==> config.mk <==
export PLATFORM = sky130hd
export DESIGN_NAME = exc_entry_seq
export DESIGN_NICKNAME = d
export VERILOG_FILES = /design/src/rtl/exc_entry_pkg.sv /design/src/rtl/exc_rst_sync.sv /design/src/rtl/exc_cause_decode.sv /design/src/rtl/exc_next_state.sv /design/src/rtl/exc_entry_seq.sv
export SDC_FILE = /design/constraint.sdc
export NUM_CORES = 1
export LEC_CHECK = 0
export BUFFER_PORTS_ARGS = -buffer_cell sky130_fd_sc_hd__buf_2
export CAP_MARGIN = 20
export CELL_PAD_IN_SITES_DETAIL_PLACEMENT = 0
export CELL_PAD_IN_SITES_GLOBAL_PLACEMENT = 1
export CORE_MARGIN = 2
export CORE_UTILIZATION = 40
export CTS_CLUSTER_SIZE = 14
export DETAILED_ROUTE_END_ITERATION = 12
export HOLD_SLACK_MARGIN = 0.03
export PLACE_DENSITY = 0.9
export SETUP_SLACK_MARGIN = 0.5
export SYNTH_ARGS = -nofsm -noshare
export SYNTH_HDL_FRONTEND = slang
export SYNTH_HIERARCHICAL = 1
export SYNTH_SLANG_ARGS = --single-unit
export TNS_END_PERCENT = 1
==> constraint.sdc <==
create_clock -name clk -period 9.9 [get_ports clk]
set_input_delay 1.485 -clock clk [delete_from_list [all_inputs] [get_ports clk]]
set_output_delay 1.485 -clock clk [all_outputs]
set_load 0.02 [all_outputs]
==> src/rtl/exc_entry_pkg.sv <==
package exc_entry_pkg;
  localparam int CAUSE_W = 5;

  localparam logic [CAUSE_W-1:0] C_IRQ      = 5'd1;
  localparam logic [CAUSE_W-1:0] C_TMISS    = 5'd2;
  localparam logic [CAUSE_W-1:0] C_PERM_R   = 5'd3;
  localparam logic [CAUSE_W-1:0] C_PERM_W   = 5'd4;
  localparam logic [CAUSE_W-1:0] C_PERM_X   = 5'd5;
  localparam logic [CAUSE_W-1:0] C_SUP_A    = 5'd6;
  localparam logic [CAUSE_W-1:0] C_SUP_I    = 5'd7;
  localparam logic [CAUSE_W-1:0] C_SUP_D    = 5'd8;
  localparam logic [CAUSE_W-1:0] C_ILLEGAL  = 5'd9;
  localparam logic [CAUSE_W-1:0] C_TRAP     = 5'd10;
  localparam logic [CAUSE_W-1:0] C_BREAK    = 5'd11;
  localparam logic [CAUSE_W-1:0] C_MISALIGN = 5'd12;

  // status bit positions
  localparam int ST_PIE = 0;
  localparam int ST_U   = 1;
  localparam int ST_EH  = 2;
  localparam int ST_IH  = 3;

  // translation-miscellaneous flag positions
  localparam int TM_WR  = 0;
  localparam int TM_DBL = 1;

  // cause field inside the cause register
  localparam int EXC_LSB = 2;

  typedef enum logic [2:0] {
    CL_IRQ,
    CL_TMISS,
    CL_PERM,
    CL_SYNC,
    CL_BREAK,
    CL_MISALIGN,
    CL_UNKNOWN
  } exc_class_e;
endpackage

==> src/rtl/exc_rst_sync.sv <==
module exc_rst_sync #(
  parameter int STAGES = 2
) (
  input  logic clk,
  input  logic rst_n,
  output logic srst_n
);
  logic [STAGES-1:0] chain_q;

  always_ff @(posedge clk or negedge rst_n) begin
    if (!rst_n) chain_q <= '0;
    else        chain_q <= {chain_q[STAGES-2:0], 1'b1};
  end

  assign srst_n = chain_q[STAGES-1];
endmodule

==> src/rtl/exc_cause_decode.sv <==
module exc_cause_decode
  import exc_entry_pkg::*;
(
  input  logic [CAUSE_W-1:0] cause_i,
  output exc_class_e         class_o
);
  always_comb begin
    unique case (cause_i)
      C_IRQ:                        class_o = CL_IRQ;
      C_TMISS:                      class_o = CL_TMISS;
      C_PERM_R, C_PERM_W, C_PERM_X: class_o = CL_PERM;
      C_SUP_A, C_SUP_I, C_SUP_D,
      C_ILLEGAL, C_TRAP:            class_o = CL_SYNC;
      C_BREAK:                      class_o = CL_BREAK;
      C_MISALIGN:                   class_o = CL_MISALIGN;
      default:                      class_o = CL_UNKNOWN;
    endcase
  end
endmodule

==> src/rtl/exc_next_state.sv <==
module exc_next_state
  import exc_entry_pkg::*;
#(
  parameter int XLEN = 32
) (
  input  exc_class_e         class_i,
  input  logic [CAUSE_W-1:0] cause_i,
  input  logic [XLEN-1:0]    pc_i,
  input  logic [XLEN-1:0]    status_i,
  input  logic [XLEN-1:0]    estatus_i,
  input  logic [XLEN-1:0]    bstatus_i,
  input  logic [XLEN-1:0]    exc_i,
  input  logic [XLEN-1:0]    tlbmisc_i,
  input  logic [XLEN-1:0]    fault_addr_i,
  input  logic [XLEN-1:0]    gen_vec_i,
  input  logic [XLEN-1:0]    tmiss_vec_i,
  input  logic [XLEN-1:0]    ea_q_i,
  input  logic [XLEN-1:0]    ba_q_i,
  input  logic [XLEN-1:0]    badaddr_q_i,
  output logic [XLEN-1:0]    pc_d,
  output logic [XLEN-1:0]    status_d,
  output logic [XLEN-1:0]    estatus_d,
  output logic [XLEN-1:0]    bstatus_d,
  output logic [XLEN-1:0]    exc_d,
  output logic [XLEN-1:0]    tlbmisc_d,
  output logic [XLEN-1:0]    ea_d,
  output logic [XLEN-1:0]    ba_d,
  output logic [XLEN-1:0]    badaddr_d
);
  localparam logic [XLEN-1:0] FIELD_MASK =
    {{(XLEN-CAUSE_W){1'b0}}, {CAUSE_W{1'b1}}} << EXC_LSB;

  logic [XLEN-1:0] cause_field;
  logic [XLEN-1:0] ret_addr;
  logic [XLEN-1:0] st_entered;
  logic            in_handler;

  assign cause_field = {{(XLEN-CAUSE_W){1'b0}}, cause_i} << EXC_LSB;
  assign ret_addr    = pc_i + XLEN'(4);
  assign in_handler  = status_i[ST_EH];

  always_comb begin
    st_entered         = status_i;
    st_entered[ST_EH]  = 1'b1;
    st_entered[ST_PIE] = 1'b0;
    st_entered[ST_U]   = 1'b0;
  end

  always_comb begin
    pc_d      = gen_vec_i;
    status_d  = st_entered;
    estatus_d = estatus_i;
    bstatus_d = bstatus_i;
    exc_d     = (exc_i & ~FIELD_MASK) | cause_field;
    tlbmisc_d = tlbmisc_i;
    ea_d      = ea_q_i;
    ba_d      = ba_q_i;
    badaddr_d = badaddr_q_i;
    unique case (class_i)
      CL_IRQ: begin
        status_d          = status_i;
        status_d[ST_IH]   = 1'b1;
        status_d[ST_PIE]  = 1'b0;
        status_d[ST_U]    = 1'b0;
        estatus_d         = status_i;
        ea_d              = ret_addr;
      end
      CL_TMISS: begin
        if (in_handler) begin
          tlbmisc_d[TM_DBL] = 1'b1;
        end else begin
          estatus_d         = status_i;
          tlbmisc_d[TM_DBL] = 1'b0;
          tlbmisc_d[TM_WR]  = 1'b1;
          ea_d              = ret_addr;
          pc_d              = tmiss_vec_i;
        end
      end
      CL_PERM: begin
        estatus_d = status_i;
        ea_d      = ret_addr;
      end
      CL_SYNC: begin
        if (!in_handler) begin
          estatus_d = status_i;
          ea_d      = ret_addr;
        end
      end
      CL_BREAK: begin
        if (!in_handler) begin
          bstatus_d = status_i;
          ba_d      = ret_addr;
        end
      end
      CL_MISALIGN: begin
        pc_d      = pc_i;
        status_d  = status_i;
        exc_d     = cause_field;
        badaddr_d = fault_addr_i;
      end
      default: ;
    endcase
  end
endmodule

==> src/rtl/exc_entry_seq.sv <==
module exc_entry_seq
  import exc_entry_pkg::*;
#(
  parameter int              XLEN      = 32,
  parameter logic [XLEN-1:0] RESET_VEC = '0
) (
  input  logic            clk,
  input  logic            rst_n,
  input  logic            exc_valid_i,
  input  logic [4:0]      exc_cause_i,
  input  logic [XLEN-1:0] cur_pc_i,
  input  logic [XLEN-1:0] cur_status_i,
  input  logic [XLEN-1:0] cur_estatus_i,
  input  logic [XLEN-1:0] cur_bstatus_i,
  input  logic [XLEN-1:0] cur_exc_i,
  input  logic [XLEN-1:0] cur_tlbmisc_i,
  input  logic [XLEN-1:0] fault_addr_i,
  input  logic [XLEN-1:0] gen_vector_i,
  input  logic [XLEN-1:0] tlbmiss_vector_i,
  output logic [XLEN-1:0] pc_o,
  output logic [XLEN-1:0] status_o,
  output logic [XLEN-1:0] estatus_o,
  output logic [XLEN-1:0] bstatus_o,
  output logic [XLEN-1:0] exc_o,
  output logic [XLEN-1:0] tlbmisc_o,
  output logic [XLEN-1:0] ea_o,
  output logic [XLEN-1:0] ba_o,
  output logic [XLEN-1:0] badaddr_o,
  output logic            abort_o
);
  logic       srst_n;
  exc_class_e cls;
  logic       commit_en;
  logic       abort_d;

  logic [XLEN-1:0] pc_d, status_d, estatus_d, bstatus_d, exc_d;
  logic [XLEN-1:0] tlbmisc_d, ea_d, ba_d, badaddr_d;

  exc_rst_sync #(.STAGES(2)) u_rst (
    .clk    (clk),
    .rst_n  (rst_n),
    .srst_n (srst_n)
  );

  exc_cause_decode u_dec (
    .cause_i (exc_cause_i),
    .class_o (cls)
  );

  exc_next_state #(.XLEN(XLEN)) u_nxt (
    .class_i      (cls),
    .cause_i      (exc_cause_i),
    .pc_i         (cur_pc_i),
    .status_i     (cur_status_i),
    .estatus_i    (cur_estatus_i),
    .bstatus_i    (cur_bstatus_i),
    .exc_i        (cur_exc_i),
    .tlbmisc_i    (cur_tlbmisc_i),
    .fault_addr_i (fault_addr_i),
    .gen_vec_i    (gen_vector_i),
    .tmiss_vec_i  (tlbmiss_vector_i),
    .ea_q_i       (ea_o),
    .ba_q_i       (ba_o),
    .badaddr_q_i  (badaddr_o),
    .pc_d         (pc_d),
    .status_d     (status_d),
    .estatus_d    (estatus_d),
    .bstatus_d    (bstatus_d),
    .exc_d        (exc_d),
    .tlbmisc_d    (tlbmisc_d),
    .ea_d         (ea_d),
    .ba_d         (ba_d),
    .badaddr_d    (badaddr_d)
  );

  assign commit_en = exc_valid_i && (cls != CL_UNKNOWN);
  assign abort_d   = exc_valid_i && (cls == CL_UNKNOWN);

  always_ff @(posedge clk or negedge srst_n) begin
    if (!srst_n) begin
      pc_o      <= RESET_VEC;
      status_o  <= '0;
      estatus_o <= '0;
      bstatus_o <= '0;
      exc_o     <= '0;
      tlbmisc_o <= '0;
      ea_o      <= '0;
      ba_o      <= '0;
      badaddr_o <= '0;
    end else if (commit_en) begin
      pc_o      <= pc_d;
      status_o  <= status_d;
      estatus_o <= estatus_d;
      bstatus_o <= bstatus_d;
      exc_o     <= exc_d;
      tlbmisc_o <= tlbmisc_d;
      ea_o      <= ea_d;
      ba_o      <= ba_d;
      badaddr_o <= badaddr_d;
    end
  end

  always_ff @(posedge clk or negedge srst_n) begin
    if (!srst_n) abort_o <= 1'b0;
    else         abort_o <= abort_d;
  end

  // no strobe means nothing moves
  p_idle_hold_r2: assert property (@(posedge clk) disable iff (!srst_n)
    !$past(exc_valid_i) |-> $stable(pc_o) && $stable(status_o) &&
      $stable(ea_o) && $stable(badaddr_o) && !abort_o);

  // second miss inside a handler goes to the general vector
  p_double_miss_r6: assert property (@(posedge clk) disable iff (!srst_n)
    exc_valid_i && exc_cause_i == C_TMISS && cur_status_i[ST_EH]
      |=> tlbmisc_o[TM_DBL] && pc_o == $past(gen_vector_i) && $stable(ea_o));

  // synchronous causes always leave the core inside a handler
  p_sync_enter_r8: assert property (@(posedge clk) disable iff (!srst_n)
    exc_valid_i && exc_cause_i >= C_SUP_A && exc_cause_i <= C_TRAP
      |=> status_o[ST_EH] && !status_o[ST_PIE] && !status_o[ST_U]);

  // break never touches the exception-return pair
  p_break_ea_r9: assert property (@(posedge clk) disable iff (!srst_n)
    exc_valid_i && exc_cause_i == C_BREAK
      |=> $stable(ea_o) && estatus_o == $past(cur_estatus_i));

  // an abort cycle leaves every register as it was
  p_abort_hold_r11: assert property (@(posedge clk) disable iff (!srst_n)
    abort_o |-> $stable(pc_o) && $stable(status_o) && $stable(exc_o) &&
      $stable(tlbmisc_o) && $stable(ba_o));
endmodule

## After elaboration in Yosys (flattened, before gate mapping)

Memories as Yosys holds them, arrays and structs flattened.
Cells that the tools add are included.

| operators by class | value |
|---|---|
| reduce and logical (&&, ||, !) cells | 9 |
| mux-type cells | 14 |
| add/sub/neg operators | 1 |
| bitwise logic cells | 2 |
| equal/unequal tests | 8 |

Operator list:

| cell | number |
|---|---|
| $mux W32 | 6 |
| $pmux W32 S2 | 3 |
| $add A32 B3 Y32 const B | 1 |
| $or A32 B7 Y32 | 1 |
| $eq A3 B3 Y1 const B | 3 |
| $pmux W4 S2 | 1 |
| $eq A3 B2 Y1 const B | 2 |
| $reduce_and A3 Y1 | 2 |
| $reduce_or A2 Y1 | 2 |
| $eq A3 B1 Y1 const B | 1 |
| $logic_not A3 Y1 | 1 |
| $mux W3 | 1 |
| $ne A3 B3 Y1 const B | 1 |
| $logic_and A1 B1 Y1 | 2 |
| $mux W1 | 2 |
| $mux W2 | 1 |
| $ne A2 B2 Y1 const B | 1 |
| $reduce_and A2 Y1 | 1 |
| $reduce_bool A2 Y1 | 1 |
| $not A1 Y1 | 1 |

| word-level totals | value |
|---|---|
| register bits | 291 |
| bits in read-only memories | 48 |
| word-level logic and storage cells | 46 |
| output and inout bits | 289 |
| memories | 1 |
| input port bits | 296 |

Memory list:

| name | words | bits a word | rd ports | clocked after memory_dff | wr ports | line | text |
|---|---|---|---|---|---|---|---|
| (name not given) | 16 | 3 | 1 | 0 | 0 | exc_cause_decode.sv:8 | `unique case (cause_i)` |

## Depth between registers and ports, before layout

Gate-level depths: netlist of the first run.
An unclocked memory read counts as a cell.

| depth | value |
|---|---|
| depth in word-level cells | 6 |
| depth in mapped cells | 13 |

## Hierarchy

The synthesis of the first run kept the hierarchy.

Modules (own cells, without submodules):

| module | area an instance (um^2) | cells an instance | instances | seq. area each (um^2) |
|---|---|---|---|---|
| exc_entry_seq | 16757.3 | 1635 | 1 | 7231.9 |
| exc_next_state | 4065.1 | 724 | 1 | 0.0 |
| exc_cause_decode | 146.4 | 17 | 1 | 0.0 |
| exc_rst_sync | 53.8 | 3 | 1 | 50.0 |

## Worst setup path after synthesis of the first run

No wires, ideal clock.

| path | value |
|---|---|
| path kind | input to register |
| start | input exc_cause_i[0] |
| end | register bstatus_o[11] |
| path slack | 6184 ps |
| stages | 11 |
| arrival | 3589 ps |
| setup time | 128 ps |
| path buffers | 3 |
| path through | inv_1 ha_1 mux4_2 nor2b_4 buf_2 nor4b_2 buf_2 buf_4 mux2_2 nand2_1 o211ai_2 |

| on the way | value |
|---|---|
| cells in the longest elaborated chain, start to end | 4 |
| elaborated cells between the ends (all ways) | 6 |

RTL lines:

| item | line | text |
|---|---|---|
| start, declared | exc_entry_seq.sv:10 | `input logic [4:0] exc_cause_i,` |
| $mem_v2 Z16 W3 | n/a |  |
| $mux W3 | exc_cause_decode.sv:8 |  |
| net cls[0] | exc_entry_seq.sv:32 | `exc_class_e cls;` |
| $eq A3 B3 Y1 | exc_next_state.sv:59 | `unique case (class_i)` |
| $mux W32 | exc_next_state.sv:59 |  |
| net bstatus_d[11] | exc_entry_seq.sv:36 | `logic [XLEN-1:0] pc_d, status_d, estatus_d, bstatus_d, exc_d;` |
| end signal, assigned | exc_entry_seq.sv:94 | `bstatus_o <= bstatus_d;` |
| end, declared | exc_entry_seq.sv:23 | `output logic [XLEN-1:0] bstatus_o,` |

The timed path passes the listed nets, and every way through them passes these cells.
A chain may end at the register's enable or synchronous reset.

## Worst setup path after layout of the first run

| path | value |
|---|---|
| start | input exc_cause_i[0] |
| end | register ba_o[31] |

| on the way | value |
|---|---|
| cells in the longest elaborated chain, start to end | 5 |
| elaborated cells between the ends (all ways) | 6 |

RTL lines:

| item | line | text |
|---|---|---|
| $mem_v2 Z16 W3 (*) | n/a |  |
| $mux W3 (*) | exc_cause_decode.sv:8 |  |
| net cls[1] | exc_entry_seq.sv:32 |  |
| $ne A3 B3 Y1 | exc_entry_seq.sv:76 | `assign commit_en = exc_valid_i && (cls != CL_UNKNOWN);` |
| $logic_and A1 B1 Y1 | exc_entry_seq.sv:76 |  |
| $reduce_and A3 Y1 (no line) (*) | n/a |  |
| end signal, assigned | exc_entry_seq.sv:88 | `ba_o <= '0;` |
| end signal, assigned | exc_entry_seq.sv:98 | `ba_o <= ba_d;` |
| end, declared | exc_entry_seq.sv:27 | `output logic [XLEN-1:0] ba_o,` |

The timed path passes the listed nets; every way through them passes the cells marked *.

==> results of run 1 <==
[final timing paths]
kind                                    end  cells after the start  slack, ns        startpoint
setup / recovery                   ba_o[31]                      9       4.68    exc_cause_i[0]
hold / removal             u_rst/chain_q[1]                      0       0.36  u_rst/chain_q[0]
setup reg to reg                   ba_o[21]                      2       7.12  u_rst/chain_q[1]
min in group asynchronous     bstatus_o[15]                      0       0.39  u_rst/chain_q[1]
hold reg to reg            u_rst/chain_q[1]                      0       0.36  u_rst/chain_q[0]
max in group asynchronous          ba_o[21]                      2       7.12  u_rst/chain_q[1]
[Yosys cell counts (9+ instances only)]
cell type,instances,area (sq um)
a21oi_1,61,305
a22oi_1,32,240
and2_1,29,181
buf_2,37,185
buf_4,68,510
buf_6,25,282
clkbuf_1,177,664
dfrtp_1,291,7280
mux2_2,36,405
nand2_1,525,1970
nand2b_1,289,1810
nand3_1,10,50.1
nand4_1,9,56.3
nand4b_1,288,2520
nor2_1,40,150
nor3b_1,32,240
o211ai_1,88,661
o211ai_2,200,2500
o21ai_0,54,270
xnor2_1,10,87.6
xor2_1,18,158
[flip-flops by register name, indices dropped and copies added (netlist names)]
register       flops
ba_o              32
tlbmisc_o         32
estatus_o         32
badaddr_o         32
bstatus_o         32
exc_o             32
ea_o              32
pc_o              32
u_rst/chain_q      2
abort_o            1
status_o          32
[power by group]
part / internal (uW) / leakage, uW / total (uW) / switching, uW
combinational: 857 / 0.00690 / 2340 / 1480
sequential: 1580 / 0.00344 / 1950 / 373
clock: 780 / 0.000575 / 1330 / 552
[layout make-up]
type / instances / area, sq um
Fill cell: 5010 / 27600
Multi-Input combinational cell: 1768 / 12100
Sequential cell: 291 / 7290
Timing Repair Buffer: 606 / 3160
Clock buffer: 58 / 1130
Tap cell: 688 / 861
Clock inverter: 6 / 37.5
Inverter: 7 / 26.3
Antenna cell: 5 / 12.5
[logic make-up after synthesis]
| group | Yosys count | synth area share [%] |
|---|---|---|
| AOI/OAI and AO/OA | 449 | 19.4 |
| xor gates and xnor gates | 28 | 1.17 |
| adders and majority gates | 5 | 0.298 |
| buffers and inverters | 320 | 8.04 |
| DFF | 291 | 34.6 |
| muxes | 38 | 2.08 |
| other | 1 | 0.0178 |
| and+or+nand+nor | 1247 | 34.4 |
[layer usage]
metal / vias up / global-route usage, % / routed length (um)
li1: 9038 / - / -
met5: - / 0 / 12
met1: 9824 / 35.6 / 31500
met2: 977 / 40.0 / 34000
met3: 156 / 5.94 / 6730
met4: 2 / 9.85 / 2820
[per-stage QoR]
stage | power, uW | worst slack, ns | utilization (%) | instance area, sq um
floorplan | 3470 | 1.19 | - | 21000
global placement | 4210 | 4.25 | 44.9 | 23400
detailed placement | 4300 | 4.19 | 44.9 | 23400
CTS | 5650 | 4.76 | 47.1 | 24600
global route | 5920 | 4.46 | 47.1 | 24600
finish | 5630 | 4.68 | 47.1 | 24600
==> impl_metrics.toml, run 1 <==
[status]
status = "finished clean"

[critical_path]
path_max_fanout = 118
cpLargestDelayFamily = "buffers and inverters"
end_kind = "flip-flop"
path_buf_inv = 4
critical_path.slowest_cell = "and3b_4"
cp-start-kind = "input port"
cp.arrival_ns = 5.59
cp.required_ns = 10.27
max_stage_delay_ns = 0.94
crit_type = "in -> reg"
crit_chain = "buf_2 > inv_1 > ha_1 > mux2_2 > o21ai_4 > buf_4 > and3b_4 > buf_12 > o211ai_1"

[placement]
numPortBuffers = 579
gp_congestion = 0.876
place_inst = 3360
dp_hpwl_um = 49100

[floorplan]
initial_core_util_pct = 40.2
die_w_um = 233
dieArea_sq_um = 54400
die_h_um = 233
coreArea_sq_um = 52200
ios = 585
rows = 84

[clocking]
htree_levels = 2
clk_path_buf_depth = 3
clk_pin_slew_ns = 0.06
clk_latency_ns = 0.54
cts_resized = 0
hold_buffers = 0
clkSinkCount = 291
cts_buffers = 37
cts_setup_buffers = 0
cts_tree = "done"
cts_root_buffer = "clkbuf_16"

[yosys]
synthArstFlopShare_pct = 100
syn_area_per_cell_sq_um = 8.84
yosysSeqAreaShare_pct = 34.6
synth_edf_count = 0
syn_nets = 2680
ys_ff_latch = 291
yosys_most_used_dff = "dfrtp_1"
synth.distinct_cells = 48
synthCells = 2379
yosysWarningCount = 6
synth_area_sq_um = 21000

[sta]
relSlewSlack_pct = 24.6
clock.fmax_ghz = 0.192
fin_skew_ns = 0.0141
rsz0062_at_grt = "no"
post-route-period-util_pct = 52.7
finalSetupViolCount = 0
period_minus_slack_ns = 5.22
final-hold-violation-count = 0
whs_ns = 0.359
finalSetupTns_ns = 0
slew_violations = 0
tightest_slew_ns = 1.13

[detailed_routing]
final_antenna_net_count = 0
first_pass_iters = 5
drc_errors = 0
dr_total_vias = 20000
wl_um = 75100
wl_per_cell_um = 21.9
vias_per_cell = 5.83
drtIter0Drc = 1912

[finish]
layout_common_cells = "578 x buf_2, 524 x nand2_1, 290 x dfrtp_1, 288 x nand4b_1, 288 x nand2b_1"
fin_cells = 3429
drive_above_1_share_pct = 33.6
area_growth_syn_to_layout_pct = 17.1
nets = 3012
final_common_cell = "buf_2"

[hold_path]
hp-class = "reg -> reg"

[grt]
grt_pass1_wl_um = 112000
grt-ovfl-total = 0
grt_max_degree = 247
antenna_found_initial = 4
grt_pass1_vias = 18500
grt_use_total_pct = 26.0

[power_and_ir_drop]
ir_drop_mv = 0.105
power.leakage_uw = 0.0109
power_density_nw_per_um2 = 228

[job]
max_cap_viol_count = 0
Note: power is estimated with default switching activity, not from simulation.
==> inputs of run 2 (changes only) <==
Settings changed: ABC_AREA from default to 1, CORE_AREA from default to 2 2 227 229, CORE_MARGIN 2 to default, CORE_UTILIZATION 40 to default, DIE_AREA from default to 0 0 229 231, PLACE_DENSITY 0.9 to 0.83.
Clock period 9.9 ns to 5.25 ns, I/O delays scaled along.
==> impl_metrics.toml, run 2 <==
[floorplan]
dieArea_sq_um = 52900
coreArea_sq_um = 50700
initial_core_util_pct = 32.4
rows = 83
ios = 585
die_h_um = 231
die_w_um = 229

[sta]
whs_ns = 0.328
period_minus_slack_ns = 3.48
slew_violations = 0
rsz0062_at_grt = "no"
finalSetupViolCount = 0
fin_skew_ns = 0.0189
post-route-period-util_pct = 66.3
finalWorstSetupSlack_ns = 1.77
final-hold-violation-count = 0
tightest_slew_ns = 0.970
finalSetupTns_ns = 0
clock.fmax_ghz = 0.287
relSlewSlack_pct = 35.3

[detailed_routing]
wl_per_cell_um = 18.7
drc_errors = 0
wl_um = 62900
drtIter0Drc = 1136
dr_total_vias = 16300
final_antenna_net_count = 0
first_pass_iters = 5
vias_per_cell = 4.85

[yosys]
synth_top_area_cell = "dfrtp_1"
yosys_most_used_dff = "dfrtp_1"
synth-simple-area-share_pct = 35.4
synth.distinct_cells = 36
yosysSeqAreaShare_pct = 44.3
synthTopCellsByCount = "952 x nand2_1, 338 x nand3_1, 291 x dfrtp_1"
synth_edf_count = 0
synth.area.mux_share_pct = 2.26
yosysWarningCount = 6
synthCells = 2225
synth.top_cells.by_area = "dfrtp_1 44%, nand2_1 22%, nand3_1 10%"
synth_xor_area_share_pct = 0.800
ys_ff_latch = 291
synth_top_family_by_area = "simple AND/OR/NAND/NOR gates"
synthArstFlopShare_pct = 100
synthAdderAreaFrac_pct = 0.381
yosys.cell_count.top_type = "nand2_1"
synth_top_area_share_pct = 44.3
synth_compound_area_share_pct = 5.19
syn_nets = 2526
syn_area_per_cell_sq_um = 7.38
synth_area_sq_um = 16400

[critical_path]
crit_type = "in -> reg"
cp.required_ns = 5.74
cp.arrival_ns = 3.97
cp-start-kind = "input port"
path_max_fanout = 132
end_kind = "flip-flop"

[finish]
fillCellCount = 5433
nets = 2956
layout_common_cells = "952 x nand2_1, 578 x buf_2, 337 x nand3_1, 290 x dfrtp_1, 124 x inv_1"
fin_cells = 3370
final_core_util_pct = 40.3
final_common_cell = "nand2_1"
drive_above_1_share_pct = 27.0
area_growth_syn_to_layout_pct = 24.4

[grt]
grt_use_total_pct = 23.1
grt_pass1_wl_um = 95100
grt_max_degree = 154
grt-ovfl-total = 0
antenna_found_initial = 9
grt_pass1_vias = 15500

[clocking]
cts_buffers = 37
cts_tree = "done"
cts_resized = 0
clk_latency_ns = 0.55
clkSinkCount = 291
clk_path_buf_depth = 3
clk_pin_slew_ns = 0.06
cts_root_buffer = "clkbuf_16"
htree_levels = 2

[power_and_ir_drop]
power.switching_uw = 3180
clkPwrFrac_pct = 32.9
power_frac_seq_pct = 35.9
swShare_pct = 37.0
ir_drop_mv = 0.242
p_comb_share_pct = 31.2
power.leakage_uw = 0.0117
p_int_uw = 5400
power_density_nw_per_um2 = 420

[placement]
pre_cts_ws_ns = 1.16
dp_hpwl_um = 44900
place_inst = 3294
gp_congestion = 0.889
numPortBuffers = 579

[status]
status = "finished clean"

[job]
max_cap_viol_count = 0

[hold_path]
hp-class = "reg -> async"
==> run 2: cell type report <==
cell class,count,area (sq um),area share (%)
multi-input combinational,1592,7270,35.6
timing repair buffer,600,3150,15.4
clock inverter,19,284,1.39
tap,680,851,4.17
sequential,291,7290,35.7
antenna,7,17.5,0.0858
inverter,133,499,2.44
clock buffer,48,1070,5.23
==> run 2: power groups by stage <==
stage               clock (uW)  combinational (uW)  sequential (uW)
global route              2980                2940             3160
floorplan                    0                1030             3760
finish                    2820                2680             3080
CTS                       2900                2710             3080
global placement             0                2670             3080
detailed placement           0                2700             3110
==> run 2: timing repair <==
item	4_1_cts	5_1_grt
hold endpoints to repair	2	0
setup buffers	0	0
hold buffers	1	0
==> run 2: path summary, 6_finish.rpt <==
path | startpoint | end | slack (ns) | cells after the start
min in group clk | u_rst/chain_q[0] | u_rst/chain_q[1] | 0.35 | 0
setup reg to reg | u_rst/chain_q[1] | estatus_o[10] | 3.60 | 1
max in group asynchronous | u_rst/chain_q[1] | estatus_o[10] | 3.60 | 1
hold reg to reg | u_rst/chain_q[1] | tlbmisc_o[4] | 0.33 | 0
setup / recovery | exc_cause_i[0] | tlbmisc_o[21] | 1.77 | 11
hold / removal | u_rst/chain_q[1] | tlbmisc_o[4] | 0.33 | 0
==> run 2: logic make-up (layout without fill, tap and decap cells) <==
group           Yosys count  count (layout)
compound gates          144             144
fa+ha+maj                 5               5
simple gates           1394            1394
xor+xnor                 15              15
mux                      33              33
buf+inv                 342             800
flops                   291             291
other cells               1               8
==> run 2: worst max-delay path: stages <==
cell and delay (ns):
buf_2 0.12, inv_1 0.07, ha_1 0.28, nand2_1 0.07, nand2_1 0.04, nand3_1 0.24, nand3_4 0.60, nand2_8 0.94
buf_4 0.55, nand2_1 0.12, nand2_1 0.09
==> run 2: through the flow <==
step | cell area, sq um | power, uW
after global placement | 19000 | 5760
final | 20400 | 8580
after floorplan | 16400 | 4790
after detailed placement | 19000 | 5810
after CTS | 20400 | 8690
after global routing | 20400 | 9080
==> run 2: metal layers <==
layer / vias to the layer above / wire length [um] / GRT usage [%]
li1: 7874 / - / -
met1: 7760 / 24600 / 27.9
met2: 609 / 31800 / 40.3
met3: 93 / 4820 / 5.58
met4: 4 / 1800 / 7.87
met5: - / 14 / 0
==> inputs of run 3 (changes only) <==
Clock period 5.25 ns to 3.35 ns, I/O delays scaled along.
==> impl_metrics.toml, run 3 (synthesis results as in run 2) <==
[status]
status = "finished clean"

[sta]
fin_skew_ns = 0.0166
relSlewSlack_pct = 45.3
finalSetupViolCount = 0
final-hold-violation-count = 0
slew_violations = 0
tightest_slew_ns = 0.820
post-route-period-util_pct = 73.6
clock.fmax_ghz = 0.405
finalSetupTns_ns = 0
period_minus_slack_ns = 2.47
rsz0062_at_grt = "no"

[detailed_routing]
vias_per_cell = 4.85
dr_total_vias = 16400
drc_errors = 0
final_antenna_net_count = 0
first_pass_iters = 5
drtIter0Drc = 1208
wl_um = 63200
wl_per_cell_um = 18.7

[floorplan]
dieArea_sq_um = 52900
rows = 83
coreArea_sq_um = 50700
die_h_um = 231
die_w_um = 229
ios = 585
initial_core_util_pct = 32.4

[grt]
antenna_found_initial = 15
grt_max_degree = 158
grt_pass1_wl_um = 94600
grt_use_total_pct = 23.0
grt-ovfl-total = 0
grt_pass1_vias = 15500

[placement]
gp_congestion = 0.928
numPortBuffers = 579
dp_hpwl_um = 45500
place_inst = 3305
placed_area_sq_um = 19200

[critical_path]
critical_path.slowest_cell = "buf_4"
crit_chain = "buf_2 > inv_1 > ha_1 > nand2_1 > nand2_1 > nand3_1 > inv_1 > nand3_4 > nor2_4 > buf_4 > mux2_2 > nand3_1 > nand2_1"
path_max_fanout = 42
crit_top_cell = "nand2_1"
crit_type = "in -> reg"
cp-start-kind = "input port"
end_kind = "flip-flop"
max_stage_delay_ns = 0.51
cp.arrival_ns = 2.90
cp.required_ns = 3.78

[power_and_ir_drop]
ir_drop_mv = 0.417
power.leakage_uw = 0.0118
power_density_nw_per_um2 = 642
total_power_uw = 13200

[clocking]
clk_pin_slew_ns = 0.06
cts_buffers = 38
cts_tree = "done"
clk_latency_ns = 0.53
cts_setup_buffers = 0
clk_path_buf_depth = 3
clkSinkCount = 291
cts_root_buffer = "clkbuf_16"
htree_levels = 2

[finish]
nets = 2967
final_area_sq_um = 20500
fillCellCount = 5380
final_common_cell = "nand2_1"
fin_cells = 3383
area_growth_syn_to_layout_pct = 24.7
drive_above_1_share_pct = 27.1
layout_common_cells = "952 x nand2_1, 578 x buf_2, 337 x nand3_1, 290 x dfrtp_1, 124 x inv_1"

[job]
max_cap_viol_count = 0

[hold_path]
hp-class = "in -> reg"
run 3: final timing paths:
check	slack [ns]	startpoint	end	cells after the start
max in group asynchronous	1.92	u_rst/chain_q[1]	bstatus_o[11]	1
min in group asynchronous	0.28	rst_n	u_rst/chain_q[1]	2
setup / recovery	0.88	exc_cause_i[1]	bstatus_o[17]	13
setup reg to reg	1.92	u_rst/chain_q[1]	bstatus_o[11]	1
hold reg to reg	0.33	u_rst/chain_q[1]	tlbmisc_o[7]	0
hold / removal	0.18	cur_tlbmisc_i[30]	tlbmisc_o[30]	3
run 3: per-stage QoR:
step	setup slack [ns]	hold slack, ns	utilization [%]
final	0.883	0.177	40.4
after global routing	0.707	0.172	40.4
after CTS	0.899	0.146	40.3
after detailed placement	0.317	0.289	37.9
after global placement	0.327	0.288	37.9
after floorplan	0.449	0.207	-
run 3: layout make-up:
cell class	count	area, sq um	share of cell area (%)
antenna	11	27.5	0.134
clock buffer	54	1110	5.43
clock inverter	12	125	0.611
inverter	133	499	2.44
multi-input combinational	1592	7270	35.5
sequential	291	7290	35.6
tap	680	851	4.16
timing repair buffer	610	3310	16.1
run 3: critical path: cells and delay by family:
family	cells	cell delay, ns
multiplexers	1	0.40
adder cells (fa/ha/maj)	1	0.27
buffers and inverters	4	0.90
AND/OR/NAND/NOR	7	0.79
run 3: repair_timing:
item	CTS	global route
gates resized for setup	0	0
endpoints found under the hold margin	2	0
hold buffers	1	0
run 3: power by group:
| part | leakage (uW) | internal [uW] | total [uW] | switching [uW] |
|---|---|---|---|---|
| logic | 0.00748 | 1380 | 4240 | 2860 |
| clock network | 0.000603 | 2460 | 4070 | 1610 |
| registers | 0.00368 | 4320 | 4850 | 529 |
| total | 0.0118 | 8160 | 13200 | 4990 |
run 3: metal layers:
layer	up-vias	track usage, %	share of wire, %	wire length, um
met5	-	0	0.10	63
met4	12	7.93	3.1	1980
met3	107	6.32	7.7	4850
met2	620	40.2	50	31300
met1	7777	27.2	40	25000
li1	7888	-	-	-
